$ cat src/rtl/dmacsr_pkg.sv
package dmacsr_pkg;

    localparam int NCH      = 64;
    localparam int CH_W     = $clog2(NCH);
    localparam int DW       = 32;
    localparam int AW       = 8;
    localparam int BE_W     = DW / 8;
    localparam int CMD_N    = 8;

    localparam logic [AW-1:0] A_CTRL    = 8'h00;
    localparam logic [AW-1:0] A_ESTAT   = 8'h04;
    localparam logic [AW-1:0] A_RQEN_HI = 8'h08;
    localparam logic [AW-1:0] A_RQEN_LO = 8'h0C;
    localparam logic [AW-1:0] A_EIEN_HI = 8'h10;
    localparam logic [AW-1:0] A_EIEN_LO = 8'h14;
    localparam logic [AW-1:0] A_CMD0    = 8'h18;
    localparam logic [AW-1:0] A_CMD1    = 8'h1C;
    localparam logic [AW-1:0] A_INT_HI  = 8'h20;
    localparam logic [AW-1:0] A_INT_LO  = 8'h24;
    localparam logic [AW-1:0] A_ERR_HI  = 8'h28;
    localparam logic [AW-1:0] A_ERR_LO  = 8'h2C;
    localparam logic [AW-1:0] A_HREQ_HI = 8'h30;
    localparam logic [AW-1:0] A_HREQ_LO = 8'h34;

    localparam logic [15:0] CAUSE_KEEP = 16'hC0FF;

    typedef enum logic [2:0] {
        CMD_SET_RQ    = 3'd0,
        CMD_CLR_RQ    = 3'd1,
        CMD_SET_EI    = 3'd2,
        CMD_CLR_EI    = 3'd3,
        CMD_CLR_INT   = 3'd4,
        CMD_CLR_ERR   = 3'd5,
        CMD_SET_START = 3'd6,
        CMD_CLR_DONE  = 3'd7
    } cmd_idx_e;

    typedef struct packed {
        logic            valid;
        logic [CH_W-1:0] ch;
    } cmd_t;

    typedef struct packed {
        logic ctrl;
        logic rqen_hi;
        logic rqen_lo;
        logic eien_hi;
        logic eien_lo;
        logic int_hi;
        logic int_lo;
        logic err_hi;
        logic err_lo;
    } word_wr_t;

    typedef struct packed {
        logic        vld;
        logic [14:0] rsvd;
        logic [1:0]  prio_err;
        logic [5:0]  ch;
        logic [7:0]  xfer_err;
    } estat_t;

    function automatic logic [DW-1:0] be_to_mask(input logic [BE_W-1:0] be);
        logic [DW-1:0] m;
        for (int i = 0; i < BE_W; i++) m[8*i +: 8] = {8{be[i]}};
        return m;
    endfunction

    function automatic logic [NCH-1:0] ch_onehot(input cmd_t c);
        logic [NCH-1:0] v;
        v = '0;
        if (c.valid) v[c.ch] = 1'b1;
        return v;
    endfunction

endpackage

$ cat src/rtl/dmacsr_decode.sv
module dmacsr_decode
    import dmacsr_pkg::*;
(
    input  logic                  bus_sel,
    input  logic                  bus_wr,
    input  logic [AW-1:0]         bus_addr,
    input  logic [BE_W-1:0]       bus_be,
    input  logic [DW-1:0]         bus_wdata,
    output word_wr_t              wwr,
    output logic [DW-1:0]         wmask,
    output cmd_t [CMD_N-1:0]      cmds
);

    logic wr_en;
    assign wr_en = bus_sel & bus_wr;
    assign wmask = be_to_mask(bus_be);

    always_comb begin
        wwr         = '0;
        wwr.ctrl    = wr_en && (bus_addr == A_CTRL);
        wwr.rqen_hi = wr_en && (bus_addr == A_RQEN_HI);
        wwr.rqen_lo = wr_en && (bus_addr == A_RQEN_LO);
        wwr.eien_hi = wr_en && (bus_addr == A_EIEN_HI);
        wwr.eien_lo = wr_en && (bus_addr == A_EIEN_LO);
        wwr.int_hi  = wr_en && (bus_addr == A_INT_HI);
        wwr.int_lo  = wr_en && (bus_addr == A_INT_LO);
        wwr.err_hi  = wr_en && (bus_addr == A_ERR_HI);
        wwr.err_lo  = wr_en && (bus_addr == A_ERR_LO);
    end

    for (genvar k = 0; k < CMD_N; k++) begin : g_cmd
        localparam logic [AW-1:0] WADDR = (k < BE_W) ? A_CMD0 : A_CMD1;
        localparam int LANE = k % BE_W;
        assign cmds[k].valid = wr_en && (bus_addr == WADDR) && bus_be[LANE];
        assign cmds[k].ch    = bus_wdata[8*LANE +: CH_W];
    end

endmodule

$ cat src/rtl/dmacsr_vec.sv
module dmacsr_vec
    import dmacsr_pkg::*;
#(
    parameter bit W1C = 1'b0
) (
    input  logic           clk,
    input  logic           rst,
    input  cmd_t           set_cmd,
    input  cmd_t           clr_cmd,
    input  logic           wr_hi,
    input  logic           wr_lo,
    input  logic [DW-1:0]  wdata,
    input  logic [DW-1:0]  wmask,
    input  logic [NCH-1:0] evt_set,
    output logic [NCH-1:0] q
);

    logic [NCH-1:0] word_sel;
    logic [NCH-1:0] wbits;
    logic [NCH-1:0] mask2;
    logic [NCH-1:0] after_word;
    logic [NCH-1:0] q_d;

    assign word_sel = {{DW{wr_hi}}, {DW{wr_lo}}};
    assign wbits    = {2{wdata & wmask}};
    assign mask2    = {2{wmask}};

    if (W1C) begin : g_w1c
        assign after_word = q & ~(wbits & word_sel);
    end else begin : g_rw
        assign after_word = (q & ~(mask2 & word_sel)) | (wbits & word_sel);
    end

    always_comb begin
        q_d = after_word;
        if (clr_cmd.valid) q_d[clr_cmd.ch] = 1'b0;
        if (set_cmd.valid) q_d[set_cmd.ch] = 1'b1;
        q_d = q_d | evt_set;
    end

    always_ff @(posedge clk) begin
        if (rst) q <= '0;
        else     q <= q_d;
    end

    assert_set_cmd_R4: assert property (@(posedge clk) disable iff (rst)
        set_cmd.valid |=> q[$past(set_cmd.ch)]);

    assert_clr_cmd_R4: assert property (@(posedge clk) disable iff (rst)
        (clr_cmd.valid && !(set_cmd.valid && set_cmd.ch == clr_cmd.ch) && !evt_set[clr_cmd.ch])
        |=> !q[$past(clr_cmd.ch)]);

    assert_no_spurious_fall_R6: assert property (@(posedge clk) disable iff (rst)
        (!wr_hi && !wr_lo && !clr_cmd.valid) |=> ((q & $past(q)) == $past(q)));

endmodule

$ cat src/rtl/dmacsr_errstat.sv
module dmacsr_errstat
    import dmacsr_pkg::*;
(
    input  logic            clk,
    input  logic            rst,
    input  logic            evt,
    input  logic [CH_W-1:0] evt_ch,
    input  logic [15:0]     evt_cause,
    input  logic            clr_hit,
    output estat_t          es
);

    estat_t         cap;
    logic [15:0]    kept;

    assign kept = evt_cause & CAUSE_KEEP;

    always_comb begin
        cap          = '0;
        cap.vld      = 1'b1;
        cap.ch       = evt_ch;
        cap.prio_err = kept[15:14];
        cap.xfer_err = kept[7:0];
    end

    always_ff @(posedge clk) begin
        if (rst)                 es <= '0;
        else if (es.vld) begin
            if (clr_hit)         es <= '0;
        end else if (evt)        es <= cap;
    end

    assert_hold_first_R9: assert property (@(posedge clk) disable iff (rst)
        (es.vld && !clr_hit) |=> $stable(es));

    assert_capture_R9: assert property (@(posedge clk) disable iff (rst)
        (!es.vld && evt) |=> (es.vld && es.ch == $past(evt_ch)));

    assert_clear_R10: assert property (@(posedge clk) disable iff (rst)
        (es.vld && clr_hit) |=> !es.vld);

endmodule

$ cat src/rtl/dmacsr_top.sv
module dmacsr_top
    import dmacsr_pkg::*;
(
    input  logic            clk,
    input  logic            rst,
    input  logic            bus_sel,
    input  logic            bus_wr,
    input  logic [7:0]      bus_addr,
    input  logic [3:0]      bus_be,
    input  logic [31:0]     bus_wdata,
    output logic [31:0]     bus_rdata,
    input  logic [63:0]     hw_req,
    input  logic [63:0]     done_int,
    input  logic            err_evt,
    input  logic [5:0]      err_evt_ch,
    input  logic [15:0]     err_evt_cause,
    output logic [63:0]     req_en,
    output logic [63:0]     start_pulse,
    output logic [63:0]     done_clr_pulse,
    output logic            int_irq,
    output logic            err_irq,
    output logic            cfg_clk_gate,
    output logic            cfg_rr_group,
    output logic            cfg_rr_chan
);

    word_wr_t          wwr;
    logic [DW-1:0]     wmask;
    cmd_t [CMD_N-1:0]  cmds;
    logic [NCH-1:0]    ei_en;
    logic [NCH-1:0]    int_flag;
    logic [NCH-1:0]    err_flag;
    logic [NCH-1:0]    err_set;
    logic [NCH-1:0]    err_w1c;
    logic              es_clr_hit;
    estat_t            es;
    cmd_t              no_cmd;

    assign no_cmd = '0;

    dmacsr_decode u_dec (
        .bus_sel   (bus_sel),
        .bus_wr    (bus_wr),
        .bus_addr  (bus_addr),
        .bus_be    (bus_be),
        .bus_wdata (bus_wdata),
        .wwr       (wwr),
        .wmask     (wmask),
        .cmds      (cmds)
    );

    // control register: three live bits
    always_ff @(posedge clk) begin
        if (rst) begin
            cfg_clk_gate <= 1'b0;
            cfg_rr_group <= 1'b0;
            cfg_rr_chan  <= 1'b0;
        end else if (wwr.ctrl) begin
            if (bus_be[3]) cfg_clk_gate <= bus_wdata[31];
            if (bus_be[0]) begin
                cfg_rr_group <= bus_wdata[3];
                cfg_rr_chan  <= bus_wdata[2];
            end
        end
    end

    dmacsr_vec #(.W1C(1'b0)) u_rqen (
        .clk(clk), .rst(rst),
        .set_cmd(cmds[CMD_SET_RQ]), .clr_cmd(cmds[CMD_CLR_RQ]),
        .wr_hi(wwr.rqen_hi), .wr_lo(wwr.rqen_lo),
        .wdata(bus_wdata), .wmask(wmask),
        .evt_set('0), .q(req_en)
    );

    dmacsr_vec #(.W1C(1'b0)) u_eien (
        .clk(clk), .rst(rst),
        .set_cmd(cmds[CMD_SET_EI]), .clr_cmd(cmds[CMD_CLR_EI]),
        .wr_hi(wwr.eien_hi), .wr_lo(wwr.eien_lo),
        .wdata(bus_wdata), .wmask(wmask),
        .evt_set('0), .q(ei_en)
    );

    dmacsr_vec #(.W1C(1'b1)) u_int (
        .clk(clk), .rst(rst),
        .set_cmd(no_cmd), .clr_cmd(cmds[CMD_CLR_INT]),
        .wr_hi(wwr.int_hi), .wr_lo(wwr.int_lo),
        .wdata(bus_wdata), .wmask(wmask),
        .evt_set(done_int), .q(int_flag)
    );

    always_comb begin
        err_set = '0;
        if (err_evt && ei_en[err_evt_ch]) err_set[err_evt_ch] = 1'b1;
    end

    dmacsr_vec #(.W1C(1'b1)) u_err (
        .clk(clk), .rst(rst),
        .set_cmd(no_cmd), .clr_cmd(cmds[CMD_CLR_ERR]),
        .wr_hi(wwr.err_hi), .wr_lo(wwr.err_lo),
        .wdata(bus_wdata), .wmask(wmask),
        .evt_set(err_set), .q(err_flag)
    );

    assign err_w1c = {(wwr.err_hi ? (bus_wdata & wmask) : '0),
                      (wwr.err_lo ? (bus_wdata & wmask) : '0)};

    assign es_clr_hit = es.vld &&
        ((cmds[CMD_CLR_ERR].valid && cmds[CMD_CLR_ERR].ch == es.ch) || err_w1c[es.ch]);

    dmacsr_errstat u_es (
        .clk       (clk),
        .rst       (rst),
        .evt       (err_evt),
        .evt_ch    (err_evt_ch),
        .evt_cause (err_evt_cause),
        .clr_hit   (es_clr_hit),
        .es        (es)
    );

    // one-cycle pulses toward the channel engines
    always_ff @(posedge clk) begin
        if (rst) begin
            start_pulse    <= '0;
            done_clr_pulse <= '0;
        end else begin
            start_pulse    <= ch_onehot(cmds[CMD_SET_START]);
            done_clr_pulse <= ch_onehot(cmds[CMD_CLR_DONE]);
        end
    end

    assign int_irq = |int_flag;
    assign err_irq = |err_flag;

    always_comb begin
        bus_rdata = '0;
        if (bus_sel && !bus_wr) begin
            case (bus_addr)
                A_CTRL:    bus_rdata = {cfg_clk_gate, 27'd0, cfg_rr_group, cfg_rr_chan, 2'd0};
                A_ESTAT:   bus_rdata = es;
                A_RQEN_HI: bus_rdata = req_en[63:32];
                A_RQEN_LO: bus_rdata = req_en[31:0];
                A_EIEN_HI: bus_rdata = ei_en[63:32];
                A_EIEN_LO: bus_rdata = ei_en[31:0];
                A_INT_HI:  bus_rdata = int_flag[63:32];
                A_INT_LO:  bus_rdata = int_flag[31:0];
                A_ERR_HI:  bus_rdata = err_flag[63:32];
                A_ERR_LO:  bus_rdata = err_flag[31:0];
                A_HREQ_HI: bus_rdata = hw_req[63:32];
                A_HREQ_LO: bus_rdata = hw_req[31:0];
                default:   bus_rdata = '0;
            endcase
        end
    end

    assert_start_onehot_R5: assert property (@(posedge clk) disable iff (rst)
        $onehot0(start_pulse) && $onehot0(done_clr_pulse));

    assert_ctrl_write_R2: assert property (@(posedge clk) disable iff (rst)
        (wwr.ctrl && bus_be[0]) |=> (cfg_rr_chan == $past(bus_wdata[2])));

    assert_err_gated_R8: assert property (@(posedge clk) disable iff (rst)
        (err_evt && !ei_en[err_evt_ch] && !err_flag[err_evt_ch]) |=> !err_flag[$past(err_evt_ch)]);

endmodule

$ cat config.mk
export PLATFORM = sky130hd
export DESIGN_NAME = dmacsr_top
export DESIGN_NICKNAME = d
export VERILOG_FILES = /design/src/rtl/dmacsr_pkg.sv /design/src/rtl/dmacsr_decode.sv /design/src/rtl/dmacsr_vec.sv /design/src/rtl/dmacsr_errstat.sv /design/src/rtl/dmacsr_top.sv
export SDC_FILE = /design/constraint.sdc
export NUM_CORES = 1
export LEC_CHECK = 0
export BUFFER_PORTS_ARGS = -buffer_cell sky130_fd_sc_hd__buf_2
export CAP_MARGIN = 10
export CORE_AREA = 2 2 289 291
export DETAILED_ROUTE_END_ITERATION = 10
export DIE_AREA = 0 0 291 293
export MAX_ROUTING_LAYER = met4
export PLACE_DENSITY = 0.41
export SYNTH_ARGS = -nofsm -noshare
export SYNTH_HDL_FRONTEND = slang
export SYNTH_SLANG_ARGS = --single-unit
$ cat constraint.sdc
create_clock -name clk -period 2.5 [get_ports clk]
set_clock_uncertainty 0.2 [all_clocks]
set_input_delay 0.25 -clock clk [delete_from_list [all_inputs] [get_ports clk]]
set_output_delay 0.25 -clock clk [all_outputs]
set_load 0.01 [all_outputs]
## Word level (Yosys, flattened, before mapping)

Cells that the tools add are included.

| operators by class | value |
|---|---|
| bitwise operators | 31 |
| eq/ne operators | 15 |
| magnitude comparators | 11 |
| muxes and demuxes | 28 |
| reductions and logical operators | 39 |

Operator list:

| cell | count |
|---|---|
| bitwise AND 64 bit | 14 |
| two-way mux 64 bit | 7 |
| NOT 64 bit | 7 |
| OR 64 bit | 6 |
| one-hot mux 32 bit (12 select lines) | 1 |
| two-way mux 32 bit | 6 |
| OR reduction 64 bit | 2 |
| == test 8 x 6 -> 1 bit (second input constant) | 6 |
| < comparator 6 x 7 -> 1 bit (second input constant) | 6 |
| bitwise AND 32 bit | 1 |
| == test 8 x 5 -> 1 bit (second input constant) | 4 |
| demux 1 bit (select 6 bit) | 5 |
| greater-or-equal comparator 6 x 1 -> 1 bit (second input constant) | 5 |
| logical AND 1 bit | 28 |
| == test 8 x 4 -> 1 bit (second input constant) | 2 |
| binary-select mux 1 bit (select 6 bit) | 2 |
| == test 8 x 3 -> 1 bit (second input constant) | 1 |
| zero test 8 bit | 1 |
| two-way mux 1 bit | 7 |
| == test 6 bit | 1 |
| AND reduction 2 bit | 3 |
| OR reduction 2 bit | 2 |
| inequality test 2 bit (second input constant) | 1 |
| NOT 1 bit | 2 |
| other kinds (4) | 4 |

| word-level totals | value |
|---|---|
| register bits after elaboration | 419 |
| input bits | 199 |
| logic and storage cells | 138 |
| output and inout port bits | 229 |

## Logic depth before layout (Yosys ltp)

| logic depth | value |
|---|---|
| depth in word-level cells | 10 |
| gate-level depth with buffers | 10 |
| gate-level depth less buffers | 6 |

## Hierarchy

A second synthesis with hierarchy kept.

| unflattened totals | value |
|---|---|
| cells, all modules | 2942 |
| area, all modules | 23719.0 um2 |

By module, submodules not included:

| module | sequential area each (um2) | area each (um2) | cells each | instances |
|---|---|---|---|---|
| dmacsr_top | 2622.5 | 8047.7 | 1019 | 1 |
| dmacsr_vec at u_rqen | 1281.2 | 3713.6 | 466 | 1 |
| dmacsr_vec at u_eien | 1281.2 | 3709.8 | 466 | 1 |
| dmacsr_vec at u_err | 1281.2 | 3246.9 | 394 | 1 |
| dmacsr_vec at u_int | 1281.2 | 3229.3 | 395 | 1 |
| dmacsr_errstat | 340.3 | 913.4 | 90 | 1 |
| dmacsr_decode | 0.0 | 858.3 | 112 | 1 |

## Worst setup path before layout

Ideal clock, no wire load.

| timing path | value |
|---|---|
| path type | in2out |
| from | input port bus_addr[3] |
| to | output port bus_rdata[30] |
| arrival time | 2.227 ns |
| stages | 9 |
| setup slack | -0.177 ns |
| buffers on the path | 3 |
| data required time | 2.050 ns |
| cell sequence | buf_2 -> or4b_2 -> buf_2 -> nor2_1 -> buf_2 -> a22oi_1 -> nand2_1 -> a21oi_1 -> a31oi_1 |

| between the ends | value |
|---|---|
| word-level cells in the longest chain between the ends | 3 |
| elaborated cells on any way between the ends | 14 |
| classes of those cells | eq/ne: 11; mux: 2; reduce/logical: 1 |

RTL lines:

| item | line | text |
|---|---|---|
| start: declaration | dmacsr_top.sv:8 | `input logic [7:0] bus_addr,` |
| == test 8 x 6 -> 1 bit, or another cell as far along | dmacsr_top.sv:137 | `case (bus_addr)` |
| one-hot mux 32 bit (12 select lines) (*) | dmacsr_top.sv:137 |  |
| two-way mux 32 bit (*) | dmacsr_top.sv:136 | `if (bus_sel && !bus_wr) begin` |
| end: declaration | dmacsr_top.sv:11 | `output logic [31:0] bus_rdata,` |

Mark *: on every way between the ends. The rest lies on a longest branch, timed or not.

## Worst setup path after layout

| timing path | value |
|---|---|
| from | register u_rqen.q[42] |
| to | output port bus_rdata[10] |

| between the ends | value |
|---|---|
| word-level cells in the longest chain between the ends | 2 |

RTL lines:

| item | line | text |
|---|---|---|
| start: declaration | dmacsr_vec.sv:15 | `output logic [NCH-1:0] q` |
| start signal: assignment | dmacsr_vec.sv:43 | `else q <= q_d;` |
| one-hot mux 32 bit (12 select lines) | dmacsr_top.sv:137 |  |
| two-way mux 32 bit | dmacsr_top.sv:136 |  |

Every way passes these cells.

==> flow_summary.toml <==
[synth]
synth_edf_count = 0
synthCells = 2517
synth_compound_area_share_pct = 25.5
async_reset_ff_share_pct = 0
yosysSeqAreaShare_pct = 39.7
synthAdderAreaFrac_pct = 0
synth_xor_xnor_area_share_pct = 0.258
netlist-cell-type-count = 72
netlist_area_mm2 = 0.0204
synth_mux_area_share_pct = 8.75
avgSynthCellArea_um2 = 8.09
synth_seq_cells = 404
yosys_warnings = 0
syn_nets = 2716
synth_top_family_by_area = "compound AO/OA/AOI/OAI gates"
yosys.area_share.simple_pct = 21.6
synth-main-ff-cell = "dfxtp_1"

[grt]
grt_pass1_wl_um = 209000
grt_pass1_vias = 24600
antenna_found_initial = 4
globalRouteOverflowTotal = 0
grtUsageTotal_pct = 36.0
grt_start_max_net_pins = 104

[power]
pwr-share-comb_pct = 12.5
switchingPower_uw = 4840
peakVddDrop_mv = 0.536
total_leakage_power_uw = 0.0128
powerDensity_mw_per_mm2 = 533
p_int_uw = 12400
clkPwrFrac_pct = 48.4
p_seq_share_pct = 39.0
swShare_pct = 28.1

[final_layout]
layout_common_cells = "buf_2 (399), buf_4 (377), dfxtp_1 (373)"
stdcell_area_mm2 = 0.0323
areaGrowthSynthToFinish_pct = 58.8
fin_cells = 4475
nFillCells = 8314
drive_gt1_share_pct = 40.7
final_util_pct = 39.5
final_common_cell = "buf_2"
multi_input_area_mm2 = 0.0131
layout.nets = 3560
seq_area_mm2 = 0.00814

[outcome]
status = "complete, but fails checks"
failed_checks = "setup timing"

[die]
die_w_um = 291
dieArea_mm2 = 0.0853
num_rows = 105
top_level_ports = 428
start_util_pct = 24.9
core-area_mm2 = 0.0818
die_h_um = 293

[detailed_routing]
drtIter0Drc = 3791
routedWlPerCell_um = 35.2
met1Wirelength_um = 65400
first_pass_iters = 8
ant_nets = 0
via_per_inst = 5.84
via_count = 26100
wl_met3_um = 17200
drc = 0
wl_met2_um = 65200
highest_layer = "met4"
wirelength_um = 157000

[clocking]
cts_buffers = 51
path_clk_slew_ps = 60
insertion_delay_ps = 620
tritoncts = "yes"
htreeDepth = 2
clock_path_buffers = 3
ctsRootBufferMaster = "clkbuf_16"
clkSinkCount = 404

[timing]
final-hold-violation-count = 0
fin_crit_sh_pct = 113
maxSlewViolCount = 0
worstMarginPinSlew_ps = 1060
whs_ps = 42.4
max_freq_mhz = 353
fin_ws_ps = -330
setup_viol = 39
relSlewSlack_pct = 29.2
finalCriticalPeriod_ps = 2830
rsz0062_at_grt = "true"

[setup_path]
path_buf_inv = 1
r2r_cells = 9
critPathKind = "register to primary output"
endpoint_kind = "primary output"
required_ps = 2050
crit_slowest_cell = "a222oi_1"
crit_arrival_ps = 2380
r2r-start = "u_eien.q[14]"
regToRegEndpoint = "u_err.q[4]"
cp_cell_sequence = "a22o_1, a222oi_1, and3_1, a21oi_4, buf_6"
cp_slowest_stage_delay_ps = 560
r2r_slack_ps = -10
crit_fanout = 3
cp.depth = 5
startpoint = "u_rqen.q[42]"
critPathTopFamily = "compound AO/OA/AOI/OAI gates"
startpoint_type = "register"
worstSetupEndpoint = "bus_rdata[10]"

[placement]
gp_congestion = 1.09
pre_cts_ws_ps = -485
post-dp-hpwl_um = 121000
place_area_mm2 = 0.0271
numPlacedInstances = 4252
numPortBuffers = 421

[worst_hold_path]
hp-class = "input pin to register"

[job]
max_cap_viol_count = 0
-- state kept, by name, indices dropped and copies added, names as in the netlist, 17 cells and up --
register        count
done_clr_pulse     64
start_pulse        64
u_eien.q           64
u_err.q            64
u_int.q            64
u_rqen.q           64
u_es.es            17
-- worst min-delay path by stage --
stage / startpoint / end / slack, ps / depth (start not counted)
final: bus_be[2] / u_rqen.q[19] / 40 / 4
after CTS: bus_wdata[3] / cfg_rr_group / 5 / 4
after detailed placement: done_int[45] / u_int.q[45] / 260 / 3
after floorplan: done_int[0] / u_int.q[0] / 170 / 2
after global placement: done_int[25] / u_int.q[25] / 270 / 3
after global routing: bus_wdata[3] / cfg_rr_group / 20 / 4
-- Yosys cell counts (5+ instances only) --
| cell type | number | share of area, % |
|---|---|---|
| dfxtp_1 | 404 | 40 |
| o211ai_1 | 10 | 0.37 |
| nand2b_1 | 13 | 0.40 |
| nor3_1 | 14 | 0.34 |
| nand2_1 | 256 | 4.7 |
| o22a_1 | 12 | 0.52 |
| nand3b_1 | 16 | 0.59 |
| a221oi_1 | 16 | 0.69 |
| mux2_2 | 109 | 6.0 |
| a222oi_1 | 20 | 0.98 |
| o22ai_1 | 15 | 0.46 |
| nor2_2 | 13 | 0.40 |
| nor3b_1 | 11 | 0.41 |
| a22o_1 | 22 | 0.95 |
| a31oi_1 | 16 | 0.49 |
| and2_1 | 9 | 0.28 |
| o31ai_1 | 56 | 2.1 |
| nand4_1 | 15 | 0.46 |
| nand3_1 | 40 | 0.98 |
| a22oi_1 | 119 | 4.4 |
| clkbuf_1 | 165 | 3.0 |
| buf_2 | 25 | 0.61 |
| o221ai_1 | 69 | 3.0 |
| and3_1 | 8 | 0.25 |
| or4_1 | 11 | 0.41 |
| o21ai_1 | 25 | 0.61 |
| or3_1 | 8 | 0.25 |
| mux2i_1 | 44 | 2.2 |
| nor2_1 | 360 | 6.6 |
| nor2b_1 | 82 | 2.5 |
| nor4_1 | 36 | 1.1 |
| inv_1 | 6 | 0.11 |
| mux4_2 | 5 | 0.55 |
| buf_1 | 18 | 0.33 |
| or3b_2 | 7 | 0.30 |
| a21oi_1 | 201 | 4.9 |
| xnor2_1 | 6 | 0.26 |
| o21ai_0 | 195 | 4.8 |
-- metrics by stage --
| step | setup TNS, ps | power [uW] |
|---|---|---|
| 2_1_floorplan | -95.2 | 7430 |
| 3_3_place_gp | -94760 | 8610 |
| 3_5_place_dp | -109160 | 8600 |
| 4_1_cts | -5340 | 17100 |
| 5_1_grt | -8150 | 17600 |
| 6_report | -5870 | 17200 |
-- logic make-up after synthesis --
kind of cell / count (synthesis)
AO/OA/AOI/OAI: 803
AND/OR/NAND/NOR: 930
multiplexers: 158
XOR/XNOR: 6
flip-flops: 404
buffers and inverters: 216
-- cell type report --
class	count	area share, %
clock inverters	23	1.23
clock buffers	70	4.48
multi-input cells	1897	40.4
diodes	4	0.0310
flip-flops and latches	404	25.2
inverters	6	0.0697
repair buffers	1001	24.5
well taps	1070	4.14
-- worst reg2reg max path: stages, from the launching register on --
cell,delay [ps]
dfxtp_2,330
mux4_2,520
or4b_4,230
o211a_1,140
o211ai_1,130
a211oi_4,280
buf_6,170
buf_6,120
clkbuf_16,200
o31ai_4,70
-- timing repair --
item                       4_1_cts  5_1_grt
hold buffers                    81        0
setup endpoints to repair       48      115
pin swaps                       71      129
cloned                           3       10
hold endpoints to repair       101        0
buffers inserted                30       26
gates resized for setup        228      207
-- power by group through the flow --
stage	Sequential [uW]	Clock, uW	Combinational (uW)
after detailed placement	6840	0	1760
after global placement	6840	0	1770
after global routing	6710	8660	2210
final	6720	8340	2160
after CTS	6700	8450	1950
after floorplan	6730	0	697
-- layer usage --
metal	GRT usage (%)	vias to the layer above
met2	51.6	1815
met3	8.48	356
met4	17.1	0
li1	-	10900
met1	47.6	13000
met5	-	-
Note: power is estimated with default switching activity, not from simulation.
